**src/rtl/bws_pkg.sv**
```systemverilog
`timescale 1ns/1ps
package bws_pkg;
   typedef enum logic [1:0] {
      ST_IDLE = 2'd0,
      ST_T1   = 2'd1,
      ST_TW   = 2'd2,
      ST_T2   = 2'd3
   } bus_state_e;
endpackage

```
**src/rtl/bws_cfg_select.sv**
```systemverilog
`timescale 1ns/1ps
// Derives the programmed wait count and external-wait enable for the requested space.
module bws_cfg_select #(
   parameter int NUM_SPACES = 5,
   parameter int SW_W       = 2,
   parameter int LW_W       = 3,
   parameter int CNT_W      = 4,
   parameter int SHARE_LO   = 2,
   localparam int IDX_W     = $clog2(NUM_SPACES),
   localparam int LW_SLOTS  = NUM_SPACES - 1
) (
   input  logic [IDX_W-1:0]                 space_i,
   input  logic [(NUM_SPACES-1)*SW_W-1:0]   sw_main_i,
   input  logic [SW_W-1:0]                  sw_last_i,
   input  logic [LW_SLOTS*LW_W-1:0]         lw_i,
   input  logic [NUM_SPACES-1:0]            mask_i,
   output logic                             valid_o,
   output logic [CNT_W-1:0]                 count_o,
   output logic                             ext_en_o
);
   localparam logic [SW_W-1:0] SW_ESC  = '1;
   localparam logic [LW_W-1:0] LW_HALF = LW_W'(1 << (LW_W - 1));

   if (2 * ((1 << LW_W) - 1) >= (1 << CNT_W)) begin : g_bad_cnt
      $error("CNT_W too narrow for the longest wait count");
   end
   if (SHARE_LO + 1 >= NUM_SPACES) begin : g_bad_share
      $error("shared long-wait pair must lie below the last space");
   end

   logic [CNT_W-1:0] cnt_tab [NUM_SPACES];

   for (genvar s = 0; s < NUM_SPACES; s++) begin : g_space
      localparam int SLOT = (s <= SHARE_LO) ? s : s - 1;
      logic [SW_W-1:0] sw;
      logic [LW_W-1:0] lw;
      if (s == NUM_SPACES - 1) begin : g_last
         assign sw = sw_last_i;
      end else begin : g_main
         assign sw = sw_main_i[s*SW_W +: SW_W];
      end
      assign lw = lw_i[SLOT*LW_W +: LW_W];
      assign cnt_tab[s] = (sw != SW_ESC) ? CNT_W'(sw) :
                          (lw < LW_HALF) ? CNT_W'(SW_ESC) + CNT_W'(lw) :
                                           CNT_W'(lw) << 1;
   end

   assign valid_o = {1'b0, space_i} < (IDX_W + 1)'(NUM_SPACES);

   always_comb begin
      count_o  = '0;
      ext_en_o = 1'b0;
      for (int s = 0; s < NUM_SPACES; s++) begin
         if (space_i == IDX_W'(s)) begin
            count_o  = cnt_tab[s];
            ext_en_o = (cnt_tab[s] != '0) && !mask_i[s];
         end
      end
   end
endmodule

```
**src/rtl/bws_wait_sampler.sv**
```systemverilog
`timescale 1ns/1ps
// Captures the external WAIT line; the edge used is chosen by a parameter.
module bws_wait_sampler #(
   parameter bit FALL_EDGE = 1'b1
) (
   input  logic clk_i,
   input  logic rst_ni,
   input  logic wait_ni,
   output logic wait_seen_o
);
   logic smp_n;

   if (FALL_EDGE) begin : g_fall
      always_ff @(negedge clk_i or negedge rst_ni) begin
         if (!rst_ni) smp_n <= 1'b1;
         else         smp_n <= wait_ni;
      end
   end else begin : g_rise
      always_ff @(posedge clk_i or negedge rst_ni) begin
         if (!rst_ni) smp_n <= 1'b1;
         else         smp_n <= wait_ni;
      end
   end

   assign wait_seen_o = ~smp_n;
endmodule

```
**src/rtl/bws_fsm.sv**
```systemverilog
`timescale 1ns/1ps
// T1 / Tw / T2 sequencing with captured count, space and external-wait enable.
module bws_fsm
   import bws_pkg::*;
#(
   parameter int NUM_SPACES = 5,
   parameter int CNT_W      = 4,
   localparam int IDX_W     = $clog2(NUM_SPACES)
) (
   input  logic                  clk_i,
   input  logic                  rst_ni,
   input  logic                  req_i,
   input  logic                  valid_i,
   input  logic [IDX_W-1:0]      space_i,
   input  logic [CNT_W-1:0]      count_i,
   input  logic                  ext_en_i,
   input  logic                  wait_seen_i,
   output logic [1:0]            state_o,
   output logic [NUM_SPACES-1:0] cs_no,
   output logic                  done_o
);
   bus_state_e       state_q;
   logic [CNT_W-1:0] rem_q;
   logic             ext_q;
   logic [IDX_W-1:0] space_q;

   always_ff @(posedge clk_i or negedge rst_ni) begin
      if (!rst_ni) begin
         state_q <= ST_IDLE;
         rem_q   <= '0;
         ext_q   <= 1'b0;
         space_q <= '0;
      end else begin
         unique case (state_q)
            ST_IDLE: if (req_i && valid_i) begin
               state_q <= ST_T1;
               rem_q   <= count_i;
               ext_q   <= ext_en_i;
               space_q <= space_i;
            end
            ST_T1: state_q <= (rem_q == '0) ? ST_T2 : ST_TW;
            ST_TW: begin
               if (rem_q > CNT_W'(1))          rem_q   <= rem_q - CNT_W'(1);
               else if (!(ext_q && wait_seen_i)) state_q <= ST_T2;
            end
            ST_T2: state_q <= ST_IDLE;
            default: state_q <= ST_IDLE;
         endcase
      end
   end

   always_comb begin
      cs_no = '1;
      for (int s = 0; s < NUM_SPACES; s++) begin
         if (state_q != ST_IDLE && space_q == IDX_W'(s)) cs_no[s] = 1'b0;
      end
   end

   assign state_o = state_q;
   assign done_o  = (state_q == ST_T2);
endmodule

```
**src/rtl/bus_wait_sequencer.sv**
```systemverilog
`timescale 1ns/1ps
module bus_wait_sequencer #(
   parameter int NUM_SPACES = 5,
   parameter int SW_W       = 2,
   parameter int LW_W       = 3,
   parameter int CNT_W      = 4,
   parameter int SHARE_LO   = 2,
   parameter bit FALL_EDGE  = 1'b1,
   localparam int IDX_W     = $clog2(NUM_SPACES)
) (
   input  logic                           clk_i,
   input  logic                           rst_ni,
   input  logic                           req_i,
   input  logic [IDX_W-1:0]               space_i,
   input  logic [(NUM_SPACES-1)*SW_W-1:0] sw_main_i,
   input  logic [SW_W-1:0]                sw_last_i,
   input  logic [(NUM_SPACES-1)*LW_W-1:0] lw_i,
   input  logic [NUM_SPACES-1:0]          mask_i,
   input  logic                           wait_ni,
   output logic [1:0]                     state_o,
   output logic [NUM_SPACES-1:0]          cs_no,
   output logic                           done_o
);
   logic             valid;
   logic [CNT_W-1:0] count;
   logic             ext_en;
   logic             wait_seen;

   bws_cfg_select #(
      .NUM_SPACES(NUM_SPACES), .SW_W(SW_W), .LW_W(LW_W),
      .CNT_W(CNT_W), .SHARE_LO(SHARE_LO)
   ) u_cfg (
      .space_i  (space_i),
      .sw_main_i(sw_main_i),
      .sw_last_i(sw_last_i),
      .lw_i     (lw_i),
      .mask_i   (mask_i),
      .valid_o  (valid),
      .count_o  (count),
      .ext_en_o (ext_en)
   );

   bws_wait_sampler #(.FALL_EDGE(FALL_EDGE)) u_smp (
      .clk_i      (clk_i),
      .rst_ni     (rst_ni),
      .wait_ni    (wait_ni),
      .wait_seen_o(wait_seen)
   );

   bws_fsm #(.NUM_SPACES(NUM_SPACES), .CNT_W(CNT_W)) u_fsm (
      .clk_i      (clk_i),
      .rst_ni     (rst_ni),
      .req_i      (req_i),
      .valid_i    (valid),
      .space_i    (space_i),
      .count_i    (count),
      .ext_en_i   (ext_en),
      .wait_seen_i(wait_seen),
      .state_o    (state_o),
      .cs_no      (cs_no),
      .done_o     (done_o)
   );
endmodule

```
**config.mk**
```make
export PLATFORM = sky130hd
export DESIGN_NAME = bus_wait_sequencer
export DESIGN_NICKNAME = d
export VERILOG_FILES = /design/src/rtl/bws_pkg.sv /design/src/rtl/bws_cfg_select.sv /design/src/rtl/bws_wait_sampler.sv /design/src/rtl/bws_fsm.sv /design/src/rtl/bus_wait_sequencer.sv
export SDC_FILE = /design/constraint.sdc
export NUM_CORES = 1
export LEC_CHECK = 0
export BUFFER_PORTS_ARGS = -buffer_cell sky130_fd_sc_hd__buf_4
export CAP_MARGIN = 20
export CORE_ASPECT_RATIO = 0.6
export CORE_UTILIZATION = 54
export CTS_CLUSTER_SIZE = 12
export DETAILED_ROUTE_END_ITERATION = 8
export HOLD_SLACK_MARGIN = 0.06
export PLACE_DENSITY = 0.82
export SETUP_SLACK_MARGIN = 0.05
export SYNTH_ARGS = -nofsm -noshare
export SYNTH_HDL_FRONTEND = slang
export SYNTH_HIERARCHICAL = 1
export SYNTH_SLANG_ARGS = --single-unit
export TNS_END_PERCENT = 5
```
**constraint.sdc**
```tcl
create_clock -name clk_i -period 3.2 [get_ports clk_i]
set_input_delay 0.16 -clock clk_i [delete_from_list [all_inputs] [get_ports clk_i]]
set_output_delay 0.16 -clock clk_i [all_outputs]
set_load 0.005 [all_outputs]
```
* Yosys cells after proc, flatten, opt, wreduce, memory -nomap -nowiden *
Cells that the tools add are included.

word-level totals
  logic and storage cells = 100
  register bits = 11
  output and inout bits = 8
  input port bits = 34

cells by class
  equal/unequal tests = 20
  reduce and logical (&&, ||, !) cells = 31
  mux-type cells = 32
  bitwise logic cells = 1
  order comparisons = 6
  add/subtract/negate cells = 5

operators with widths
  cell                                                                      count
  4-bit two-way mux                                                         16
  4-bit nonzero test                                                        5
  2-bit by 3-bit adder with 4-bit output (first input constant)             4
  3-bit less-than comparator (second input constant)                        5
  2-bit inequality test (second input constant)                             7
  3-bit by 2-bit equality test with 1-bit output (second input constant)    4
  1-bit logical AND                                                         12
  1-bit two-way mux                                                         11
  2-bit one-hot mux with 4 select lines                                     1
  4-bit one-hot mux with 2 select lines                                     1
  3-bit by 1-bit equality test with 1-bit output (second input constant)    2
  3-bit equality test (second input constant)                               2
  3-bit zero test                                                           2
  2-bit two-way mux                                                         3
  3-bit AND reduction                                                       2
  1-bit zero test                                                           5
  2-bit equality test (second input constant)                               2
  4-bit by 1-bit > comparator with 1-bit output (second input constant)     1
  4-bit zero test                                                           1
  2-bit by 1-bit inequality test with 1-bit output (second input constant)  2
  2-bit nonzero test                                                        2
  4-bit by 1-bit subtractor with 4-bit output (second input constant)       1
  2-bit by 1-bit equality test with 1-bit output (second input constant)    1
  2-bit zero test                                                           1
  other kinds (2)                                                           2

* Depth between registers and ports, before layout *
Gate-level depths: netlist of the first run.

  word-level depth = 10
  gate-level depth with buffers = 10
  gate-level depth less buffers = 10

* Hierarchy *
The synthesis of the first run kept the hierarchy.

modules (own cells, without submodules)
  module            times used  seq. area each (um^2)  cells an instance  area each (um^2)
  bws_fsm           1           250.2                  77                 718.2
  bws_cfg_select    1           0.0                    85                 520.5
  bws_wait_sampler  1           26.3                   3                  33.8

==> results of run 1 <==
## cells in the final DEF (no fill, tap or decap), types with 2 or more instances in the layout
cell and count:
sky130_fd_sc_hd__clkbuf_8 3, sky130_fd_sc_hd__o21ai_0 15, sky130_fd_sc_hd__a21oi_1 9, sky130_fd_sc_hd__nor2_2 2, sky130_fd_sc_hd__nand4_1 4, sky130_fd_sc_hd__inv_1 17, sky130_fd_sc_hd__nand2_1 10, sky130_fd_sc_hd__buf_4 41
sky130_fd_sc_hd__nor2_1 14, sky130_fd_sc_hd__o31ai_1 2, sky130_fd_sc_hd__ha_1 10, sky130_fd_sc_hd__nor2b_1 10, sky130_fd_sc_hd__o22ai_1 5, sky130_fd_sc_hd__nand2b_1 2, sky130_fd_sc_hd__mux2_2 4, sky130_fd_sc_hd__nor3_1 3
sky130_fd_sc_hd__dfrtp_1 10, sky130_fd_sc_hd__o211ai_1 2, sky130_fd_sc_hd__nand4b_1 3, sky130_fd_sc_hd__a221o_1 4, sky130_fd_sc_hd__nand3_1 7
## metal layers
| layer | part of all wire (%) | global-route usage, % | vias to the layer above | wire [µm] |
|---|---|---|---|---|
| met3 | 8.0 | 5.523 | 6 | 291 |
| met4 | 1.2 | 6.667 | 0 | 43 |
| li1 | - | - | 687 | - |
| met2 | 45 | 50.00 | 86 | 1643 |
| met1 | 46 | 38.13 | 680 | 1675 |
| met5 | 0 | 0 | - | 0 |
## stage by stage
step / utilization [%] / power [mW] / setup TNS (ns) / hold WS (ns)
CTS: 74.93 / 1.037 / -0.03991 / 0.2423
global placement: 72.25 / 0.8325 / 0 / -0.0002939
finish: 75.04 / 1.047 / -0.03471 / 0.2567
detailed placement: 72.25 / 0.8724 / 0 / 0.001204
global route: 75.04 / 1.128 / -0.07962 / 0.2560
floorplan: - / 0.6754 / 0 / -0.1356
## final cells by class
| cell class | count | area [µm²] | share of cell area (%) |
|---|---|---|---|
| Timing Repair Buffer | 42 | 317.8 | 19.29 |
| Inverter | 17 | 63.81 | 3.872 |
| Sequential cell | 11 | 276.5 | 16.78 |
| Clock buffer | 4 | 45.04 | 2.733 |
| Clock inverter | 1 | 3.754 | 0.2278 |
| Tap cell | 30 | 37.54 | 2.278 |
| Multi-Input combinational cell | 131 | 903.4 | 54.82 |
## what timing repair did
action	in CTS	in global routing
pin swaps	0	0
hold buffers	1	0
setup buffers	0	0
setup endpoints to repair	1	1
hold endpoints to repair	10	0
resized for setup	1	2
gates cloned	0	0
## flip-flops by register name (all words and copies together) (netlist names)
signal	flops
u_fsm/rem_q	4
u_fsm/space_q	3
u_smp/smp_n	1
u_fsm/ext_q	1
u_fsm/state_o	2
## critical path: cells and delay by family (launching register included)
| kind | cells | cell delay (ns) |
|---|---|---|
| flops | 1 | 0.52 |
| compound gates | 1 | 0.36 |
| mux | 1 | 0.31 |
| simple gates | 2 | 0.24 |
| buf+inv | 1 | 0.03 |
## cell families (layout without fill, tap and decap cells)
| kind of cell | count (synthesis) | in the layout | synth area share (%) |
|---|---|---|---|
| flip-flops | 11 | 11 | 21.73 |
| adder cells (fa/ha/maj) | 10 | 10 | 9.833 |
| AO/OA/AOI/OAI | 49 | 49 | 25.96 |
| multiplexers | 6 | 6 | 5.211 |
| AND/OR/NAND/NOR | 66 | 66 | 29.50 |
| buffers and inverters | 23 | 64 | 7.768 |
## report_power, final
group | internal [mW] | switching, mW
registers | 0.204 | 0.0770
clock network | 0.0894 | 0.0568
logic | 0.312 | 0.308
total | 0.605 | 0.442
## path summary, 6_finish.rpt
check / start / to / slack (ns)
worst max-delay path: u_smp/smp_n / u_fsm/state_o[1] / -0.03
worst min-delay path: space_i[1] / u_fsm/space_q[1] / 0.26
worst max register to register: u_smp/smp_n / u_fsm/state_o[1] / -0.03
worst min register to register: u_fsm/ext_q / u_fsm/ext_q / 0.51
max in group asynchronous: rst_ni / u_smp/smp_n / 1.14
min in group asynchronous: rst_ni / u_fsm/rem_q[2] / 0.29
==> run summary, run 1 <==
Max-cap violations in this run came to 0. The kind of capture point of the worst setup path is a register. The remaining max-slew budget at the tightest pin came out at 53.11%. The cell with the biggest individual delay on the critical path was sky130_fd_sc_hd__dfstp_2.

Estimated wirelength of the detail-placed design: 2888 µm. Traced cell by cell, the critical path runs through inv_2 -> and2_4 -> o41a_1 -> nor2_2 -> mux2_4. The total overflow left after global routing is 0. The overall track demand over capacity in global routing came out at 28.99%. Die height: 39.60 µm. The tools report the share of synthesized area occupied by flip-flops and latches as 21.73%.

The checks that failed: negative setup slack. Measured in cells, the most critical reg-to-reg path has a length of 5. Between clock sinks in the finished design, the worst skew comes to 0.06138 ns. The tools report the final weighted congestion in routability-driven placement as 0.8162. Largest area contributor in the synthesized netlist: sky130_fd_sc_hd__dfrtp_1.

By count the netlist is led by sky130_fd_sc_hd__inv_1 (18), sky130_fd_sc_hd__o21ai_0 (15), sky130_fd_sc_hd__nor2_1 (14). Of the cells placed in the final design, the portion with a size suffix greater than 1 is 29.13%. The routed layout has 1459 vias. The count of endpoints failing hold in the final timing report was 0; the data arrival time of the worst path was 3.36 ns.

The library cell used as clock root buffer was sky130_fd_sc_hd__clkbuf_8. The post-placement cell count is 231, and the area growth from synthesis to layout is 29.50%. The first global-routing pass estimated 5368 µm of wire. The setup slack after placement was 0.009219 ns.

The die covers 0.002561 mm². The final layout contains 251 nets. The maximum number of pins on one net before global-route repair is 17. The power density over the cells is 635.4 mW/mm². The overall die width was 64.67 µm; the highest ir drop seen on vdd was 416.5 µV. The core region is 0.002196 mm². The tools report the I/O pin count as 42. TritonCTS built the clock tree. The final-report max-slew violation count is 0.

Once the floorplan was initialized, standard cells occupied 57.95% of the core. For the total number of yosys warnings, the log shows 6. The post-synthesis area per instance was 7.712 µm². The clock passes through at most 2 buffers. For the count of endpoints failing setup in the final report, the log shows 1. The count of input and output buffers works out to 41.

The setup slack after layout is -0.03471 ns, and the detail-routed net length per standard cell is 15.48 µm. For the worst setup path, the data required time is 3.32 ns. The flow ran to the end, but the final reports show violations. By instance count, the leading cell after synthesis is sky130_fd_sc_hd__inv_1. The tools report the clock latency on the worst-skew pair as 0.30 ns. Sorting the synthesized cells by area gives the leading types as sky130_fd_sc_hd__dfrtp_1 (20%), sky130_fd_sc_hd__ha_1 (9.8%), sky130_fd_sc_hd__o21ai_0 (5.9%). For the remaining routing DRC violations, the log shows 0.

The floorplan has 13 rows. The run gives 1 as the maximum level of the CTS H-tree. Counting flops with a built-in enable in the synthesized netlist gives 0. Synthesis inferred 11 register bits.

For this block, the initial DRC count from the detailed router was 139. For the pin with the worst max-slew slack, the measured transition is 0.6961 ns. The number of global-route vias before repair came out at 1211. The synthesized netlist contains 46 unique library cells. The class of the tightest hold or removal check was input port to register. 0 antenna diodes ended up in the layout. The cell area after synthesis came out at 0.001272 mm². Summed over all layers, the routed wires come to 3654 µm. The clock-pin slew on the worst setup and hold paths is 0.05 ns. In this run the static leakage power is 0.7503 nW. The proportion of register bits with asynchronous set or reset after synthesis is 100.0%. For this run, the slowest stage of the critical path takes 0.52 ns. The final non-filler cell area came out at 0.001648 mm².

Top flip-flop cell by instance count after synthesis: sky130_fd_sc_hd__dfrtp_1. Buffers inserted during clock tree synthesis total 3. The worst hold path passes through 2 cells. In this run the remaining antenna-violating nets after routing total 0. When the netlist entered floorplanning its net count stood at 209. Kind of start point of the critical path: a register. Area fraction of the dominant cell type after synthesis: 19.67%. The mean number of vias per cell is 6.182. The critical path in this run is classified as register to register.

For this run, the detailed router's first-pass iteration total came to 4. Setup repair after global routing could not meet its margin everywhere. The clock drives 11 sinks. Of all nets on the critical path, the largest fanout is 3.

For this run, the number of standard cells in the final layout without fillers is 236. The initial antenna violation count is 0, and the post-synthesis cell count is 165. In this run the cell area measured after placement is 0.001587 mm².

The layout filler cell count was 174.
No activity file was read; power rests on OpenSTA's default activity.
==> run 2: changes to the inputs <==
Settings changed: PLACE_DENSITY 0.82 to 0.85.
==> run 2 against run 1 <==
  * The flow still finishes with violations (negative setup slack)
  * Clock power about the same
  * Global-route usage is 1.2 points lower
  * Utilization decreased by 0.11 points
  * Non-clock buffer count unchanged
  * Via count shrank 5.1%
  * Critical endpoint unchanged
  * Largest power group unchanged
==> run summary, run 2 (synthesis results as in run 1) <==
The flow ran to the end, but the final reports show violations. Violated checks: negative setup slack (unchanged). Core area: 0.002196 mm² (unchanged).

The origin of the worst setup path is u_smp/smp_n (unchanged). The run gives 1147 (was 1211) as the number of global-route vias before repair. The class of the tightest hold or removal check is input port to register (unchanged). The tools report the maximum level of the CTS H-tree as 1 (unchanged). The tools report the clock latency on the worst-skew pair as 0.30 ns (about the same). The tools report the maximum number of pins on one net before global-route repair as 17 (unchanged). The power density over the cells came out at 628.5 mW/mm² (was 635.4 mW/mm²). For the post-route worst hold slack, the log shows 0.2618 ns (was 0.2567 ns). The estimated wirelength of the detail-placed design is 2671 µm (was 2888 µm), and the required arrival time at the worst endpoint is 3.32 ns (about the same).

Series of cell instances along the critical path: inv_1 -> and2_1 -> o41a_1 -> nor2_2 -> mux2_4 (was inv_2 -> and2_4 -> o41a_1 -> nor2_2 -> mux2_4). Count of input and output buffers: 41 (unchanged). The tools report the detailed-routing iteration count for the pre-antenna-repair pass as 4 (unchanged).

Sequential standard cell area: 276.5 µm² (unchanged). The initial detailed-routing violation count came out at 68 (was 139). Leading cell types in the layout, fill and taps excluded: sky130_fd_sc_hd__buf_4 (41), sky130_fd_sc_hd__inv_1 (18), sky130_fd_sc_hd__o21ai_0 (15) (was sky130_fd_sc_hd__buf_4 (41), sky130_fd_sc_hd__inv_1 (17), sky130_fd_sc_hd__o21ai_0 (15)).

Initial antenna violation count: 0 (unchanged). For the final non-filler cell area, the log shows 0.001645 mm² (was 0.001648 mm²). Cell family contributing the most delay on the critical path: flip-flops (unchanged). The I/O pin count was 42 (unchanged). The critical path class is register to register (unchanged). The tools report the multi-input logic area as 900.9 µm² (was 903.4 µm²). The count of inserted antenna diode cells was 0 (unchanged).

The most common cell after layout, fill and taps aside was sky130_fd_sc_hd__buf_4 (unchanged). The tools report the number of buffers created by CTS as 3 (unchanged). The remaining routing DRC violations came out at 0 (unchanged). The run gives 0.03987 ns (was 0.009219 ns) as the setup slack after placement. The reg-to-reg critical path startpoint is u_smp/smp_n (unchanged). The kind of start point of the critical path is a register (unchanged).

Register ranked first by flip-flop count: u_fsm/rem_q (unchanged). The number of maximum-capacitance violations was 0 (unchanged). The launch point of the worst hold path is space_i[1] (unchanged). The flip-flop count of the largest register, all copies and words added is 4 (unchanged), and the count of endpoints failing setup in the final report is 1 (unchanged).

Aggregate routed wire length: 3358 µm (was 3654 µm). The routed via count is 1385 (was 1459). The first-pass GRT wire length was 5230 µm (was 5368 µm); the post-route antenna net violation count was 0 (unchanged). The final weighted congestion in routability-driven placement is 0.7988 (was 0.8162). Setup slack after layout: -0.01235 ns (was -0.03471 ns). The clock-pin slew on the worst setup and hold paths was 0.05 ns (about the same); the number of sinks on the clock net was 11 (unchanged).

The net count of the finished layout came out at 251 (unchanged). The kind of capture point of the worst setup path was a register (unchanged). The area growth from synthesis to layout was 29.30% (was 29.50%); the final clock skew was 0.06425 ns (was 0.06138 ns). The layout filler cell count is 169 (was 174).

The library cell used as clock root buffer is sky130_fd_sc_hd__clkbuf_8 (unchanged). The run gives 2 (unchanged) as the largest buffer count on any clock path. Cell with the biggest individual delay on the critical path: sky130_fd_sc_hd__dfstp_2 (unchanged).

The total leakage power was 0.7497 nW (was 0.7503 nW); the total cell area at the placement stage was 0.001587 mm² (unchanged). TritonCTS built the clock tree. The overall die width is 64.67 µm (unchanged). Setup repair after global routing could not meet its margin everywhere. The fraction of layout instances using a drive strength above 1 came out at 28.16% (was 29.13%). The data arrival time of the worst path was 3.33 ns (was 3.36 ns); the die height was 39.60 µm (unchanged). The floorplan row count is 13 (unchanged). The run gives 52.32% (was 53.11%) as the remaining max-slew budget at the tightest pin. The overall track demand over capacity in global routing was 27.84% (was 28.99%); the final-report max-slew violation count was 0 (unchanged). The maximum cell stage delay along the critical path came out at 0.50 ns (was 0.52 ns). The highest ir drop seen on vdd is 409.2 µV (was 416.5 µV), and the top fanout value on the critical path is 3 (unchanged). The count of endpoints failing hold in the final timing report was 0 (unchanged); the count of buffering cells on the critical path with inverters included was 1 (unchanged). The detail-routed net length per standard cell was 14.23 µm (was 15.48 µm).

The mean number of vias per cell was 5.869 (was 6.182); the slew at the pin closest to its max-slew limit was 0.7078 ns (was 0.6961 ns). The tools report the aggregate global routing overflow as 0 (unchanged). For the setup fix buffers added after clock tree synthesis, the log shows 0 (unchanged). The starting density of the core was 57.95% (unchanged).

For the total die area, the log shows 0.002561 mm² (unchanged).
-- run 2: cell counts in the layout (fill, tap and decap cells not counted) --
Identical to the previous run, type by type.
-- run 2: area by class of cell --
class                   count  area share [%]
inverters                  17           3.878
well taps                  30           2.281
clock buffers               4           2.738
clock inverters             1          0.2281
repair buffers             42           19.32
multi-input cells         131           54.75
flip-flops and latches     11           16.81
-- run 2: routing by layer --
layer	part of all wire, %	GRT usage, %
met3	8.2	6.395
met4	0.24	1.111
met1	49	39.55
met5	0	0
met2	42	45.00
-- run 2: final timing paths --
check,to,slack [ns],cells after the start
setup / recovery,u_fsm/state_o[1],-0.01,5
hold / removal,u_fsm/space_q[1],0.26,2
setup reg to reg,u_fsm/state_o[1],-0.01,5
hold reg to reg,u_fsm/ext_q,0.52,1
max in group asynchronous,u_smp/smp_n,1.13,2
min in group asynchronous,u_fsm/rem_q[0],0.30,2
-- run 2: per-stage QoR --
stage	TNS, ns	instances	power [mW]	util (%)
finish	-0.01235	236	1.034	74.93
global route	-0.05876	236	1.118	74.93
CTS	-0.01623	236	1.030	74.93
detailed placement	0	231	0.8641	72.25
global placement	0	231	0.8271	72.25
floorplan	0	165	0.6754	-
-- run 2: worst register-to-register path, stage by stage (launching register included) --
cell                      delay [ns]
sky130_fd_sc_hd__dfstp_2        0.50
sky130_fd_sc_hd__inv_1          0.03
sky130_fd_sc_hd__and2_1         0.12
sky130_fd_sc_hd__o41a_1         0.35
sky130_fd_sc_hd__nor2_2         0.12
sky130_fd_sc_hd__mux2_4         0.31
-- run 2: what timing repair did --
item | CTS | global route
gates resized for setup | 1 | 0
setup endpoints to repair | 1 | 1
pin swaps | 0 | 0
hold endpoints to repair | 10 | 0
hold buffers | 1 | 0
-- run 2: where the power goes --
group,internal [mW],switching (mW),total [mW]
registers,0.204,0.0803,0.284
clock network,0.0893,0.0563,0.146
logic,0.309,0.295,0.604
==> run 3: changes to the inputs <==
Settings changed: BUFFER_PORTS_ARGS -buffer_cell sky130_fd_sc_hd__buf_4 to -buffer_cell sky130_fd_sc_hd__buf_2, RECOVER_POWER from default to 50.
==> run 3 against run 2 <==
  * The flow still finishes with violations (negative setup slack)
  * Critical path depth unchanged
  * Sequential cell count stayed put
  * Sequential share of layout area increased by 1.2 points
  * Clock skew shrank 0.0028 ns
  * Critical path type unchanged
==> run summary, run 3 (synthesis results as in run 1) <==
The run finished, with violations left. Violated checks: negative setup slack (unchanged). Cell with the biggest individual delay on the critical path: sky130_fd_sc_hd__dfstp_2 (unchanged). For the count of endpoints failing setup in the final report, the log shows 1 (unchanged). Total cell area at the placement stage: 0.001484 mm² (was 0.001587 mm²). The post-placement cell count was 231 (unchanged); the post-route antenna net violation count was 0 (unchanged). The tools report the count of inserted antenna diode cells as 0 (unchanged). The net count of the finished layout is 251 (unchanged). The setup fix buffers added after clock tree synthesis was 0 (unchanged); the sequential standard cell area was 276.5 µm² (unchanged). The tools report the first-pass GRT wire length as 5188 µm (was 5230 µm). The flip-flop count of the largest register, all copies and words added works out to 4 (unchanged). The die height works out to 39.60 µm (unchanged).

Post-layout utilization of the core: 70.03% (was 74.93%). The maximum cell stage delay along the critical path came out at 0.51 ns (was 0.50 ns). TritonCTS built the clock tree. The class of the tightest hold or removal check is input port to register (unchanged). The run gives 3.37 ns (was 3.33 ns) as the data arrival time of the worst path. Kind of capture point of the worst setup path: a register (unchanged).

The routed via count was 1368 (was 1385). The final-report max-slew violation count is 0 (unchanged), and the top fanout value on the critical path is 3 (unchanged). The I/O pin count was 42 (unchanged); the area growth from synthesis to layout was 20.85% (was 29.30%). The logs give 0.01642 ns (was 0.03987 ns) for the setup slack after placement and 0.001538 mm² (was 0.001645 mm²) for the final non-filler cell area. The remaining max-slew budget at the tightest pin was 57.88% (was 52.32%); the number of maximum-capacitance violations was 0 (unchanged). The mean number of vias per cell works out to 5.797 (was 5.869). Aggregate routed wire length: 3176 µm (was 3358 µm). Setup repair after global routing could not meet its margin everywhere. The tools report the capture point of the worst path as u_fsm/state_o[1] (unchanged). The clock-pin slew on the worst setup and hold paths came out at 0.05 ns (about the same). Cell family contributing the most delay on the critical path: flip-flops (unchanged).

Final weighted congestion in routability-driven placement: 0.7963 (was 0.7988). The tools report the power share of the clock group as 14.7% (was 14.1%). The tools report the reg-to-reg critical path startpoint as u_smp/smp_n (unchanged).

The tools report the maximum number of pins on one net before global-route repair as 17 (unchanged). For the floorplan row count, the log shows 13 (unchanged). The internal power contribution was 560.8 µW (was 602.3 µW); the post-route worst hold slack was 0.3173 ns (was 0.2618 ns). Initial antenna violation count: 0 (unchanged). The tools report the total net switching power as 420.2 µW (was 431.7 µW). The initial detailed-routing violation count is 69 (was 68). The setup slack after layout was -0.04217 ns (was -0.01235 ns). The logs give 194 (was 169) for the layout filler cell count and 0.06140 ns (was 0.06425 ns) for the final clock skew. The combinational share of power was 56.9% (was 58.4%). The register ranked first by flip-flop count is u_fsm/rem_q (unchanged). The aggregate global routing overflow was 0 (unchanged). For the multi-input logic area, the log shows 900.9 µm² (unchanged). The tools report the core area as 0.002196 mm² (unchanged).

Estimated wirelength of the detail-placed design: 2557 µm (was 2671 µm). The logs give 3.33 ns (was 3.32 ns) for the required arrival time at the worst endpoint and 0.002561 mm² (unchanged) for the total die area. The detail-routed net length per standard cell works out to 13.46 µm (was 14.23 µm). Number of global-route vias before repair: 1169 (was 1147). The final cell count without fillers was 236 (unchanged). The run gives 0 (unchanged) as the remaining routing DRC violations.

Worst-case reg-to-reg path depth: 5 (unchanged). Number of sinks on the clock net: 11 (unchanged). The critical path class is register to register (unchanged). The clock latency on the worst-skew pair came out at 0.30 ns (about the same). The fraction of layout instances using a drive strength above 1 was 26.21% (was 28.16%); the count of input and output buffers was 41 (unchanged). The overall track demand over capacity in global routing is 27.95% (was 27.84%), and the slew at the pin closest to its max-slew limit is 0.6251 ns (was 0.7078 ns). The number of cells on the worst hold path came out at 2 (unchanged).

Starting density of the core: 57.95% (unchanged). Leading cell types in the layout, fill and taps excluded: sky130_fd_sc_hd__buf_2 (37), sky130_fd_sc_hd__inv_1 (19), sky130_fd_sc_hd__o21ai_0 (15) (was sky130_fd_sc_hd__buf_4 (41), sky130_fd_sc_hd__inv_1 (18), sky130_fd_sc_hd__o21ai_0 (15)). The setup slack on the worst flop-to-flop path was -0.04 ns (was -0.01 ns). Switching share of total power: 42.83% (was 41.75%). The tools report the maximum level of the CTS H-tree as 1 (unchanged). The sequential power share is 28.5% (was 27.5%). Origin of the worst setup path: u_smp/smp_n (unchanged). The run gives 3 (unchanged) as the number of buffers created by CTS. The endpoint of the worst-slack reg-to-reg timing path was u_fsm/state_o[1] (unchanged). The power density over the cells is 638.0 mW/mm² (was 628.5 mW/mm²), and the total leakage power is 0.7026 nW (was 0.7497 nW). The library cell used as clock root buffer is sky130_fd_sc_hd__clkbuf_8 (unchanged). The highest ir drop seen on vdd is 361.2 µV (was 409.2 µV), and the largest buffer count on any clock path is 2 (unchanged). The overall die width is 64.67 µm (unchanged), and the critical path depth is 5 (unchanged). Series of cell instances along the critical path: inv_1 -> and2_1 -> o41a_1 -> nor2_2 -> mux2_4 (unchanged).

The count of endpoints failing hold in the final timing report is 0 (unchanged). Most common cell after layout, fill and taps aside: sky130_fd_sc_hd__buf_2 (was sky130_fd_sc_hd__buf_4). The detailed-routing iteration count for the pre-antenna-repair pass was 4 (unchanged); the count of buffering cells on the critical path with inverters included was 1 (unchanged). The kind of start point of the critical path is a register (unchanged).
## run 3: worst min path at each step
| stage | from | to | slack [ns] |
|---|---|---|---|
| 2_1_floorplan | rst_ni | u_fsm/ext_q | -0.14 |
| 3_3_place_gp | rst_ni | u_fsm/rem_q[0] | 0.04 |
| 3_5_place_dp | rst_ni | u_fsm/rem_q[0] | 0.05 |
| 4_1_cts | rst_ni | u_fsm/rem_q[0] | 0.32 |
| 5_1_grt | space_i[1] | u_fsm/space_q[1] | 0.34 |
| 6_report | space_i[1] | u_fsm/space_q[1] | 0.32 |
## run 3: metrics by stage
stage          power [mW]  TNS [ns]
4_1_cts            0.9812  -0.03672
3_3_place_gp       0.7899         0
5_1_grt             1.070  -0.09213
3_5_place_dp       0.8207         0
6_report           0.9810  -0.04217
2_1_floorplan      0.6754         0
## run 3: repair_timing
action                                  4_1_cts  5_1_grt
endpoints found under the setup margin        1        1
resized for setup                             1        0
hold buffers                                  1        0
gates cloned                                  0        0
hold endpoints to repair                     10        0
## run 3: power groups by stage
| stage | combinational (mW) | clock (mW) | sequential [mW] |
|---|---|---|---|
| 6_report | 0.558 | 0.144 | 0.279 |
| 5_1_grt | 0.618 | 0.159 | 0.293 |
| 4_1_cts | 0.559 | 0.146 | 0.277 |
| 3_5_place_dp | 0.538 | 0.00391 | 0.278 |
| 3_3_place_gp | 0.511 | 0.00391 | 0.275 |
| 2_1_floorplan | 0.418 | 0.00391 | 0.254 |
## run 3: cell type report
cell class,instances,area share [%]
Inverter,17,4.150
Clock inverter,2,0.4882
Sequential cell,11,17.98
Clock buffer,3,2.685
Multi-Input combinational cell,131,58.58
Timing Repair Buffer,42,13.67
Tap cell,30,2.441
## run 3: layer usage
metal | global-route usage (%) | vias to the layer above | wire [µm]
met2 | 41.84 | 57 | 1286
met3 | 9.302 | 4 | 265
met4 | 10.00 | 0 | 19
li1 | - | 693 | -
met1 | 37.41 | 614 | 1606
met5 | 0 | - | 0
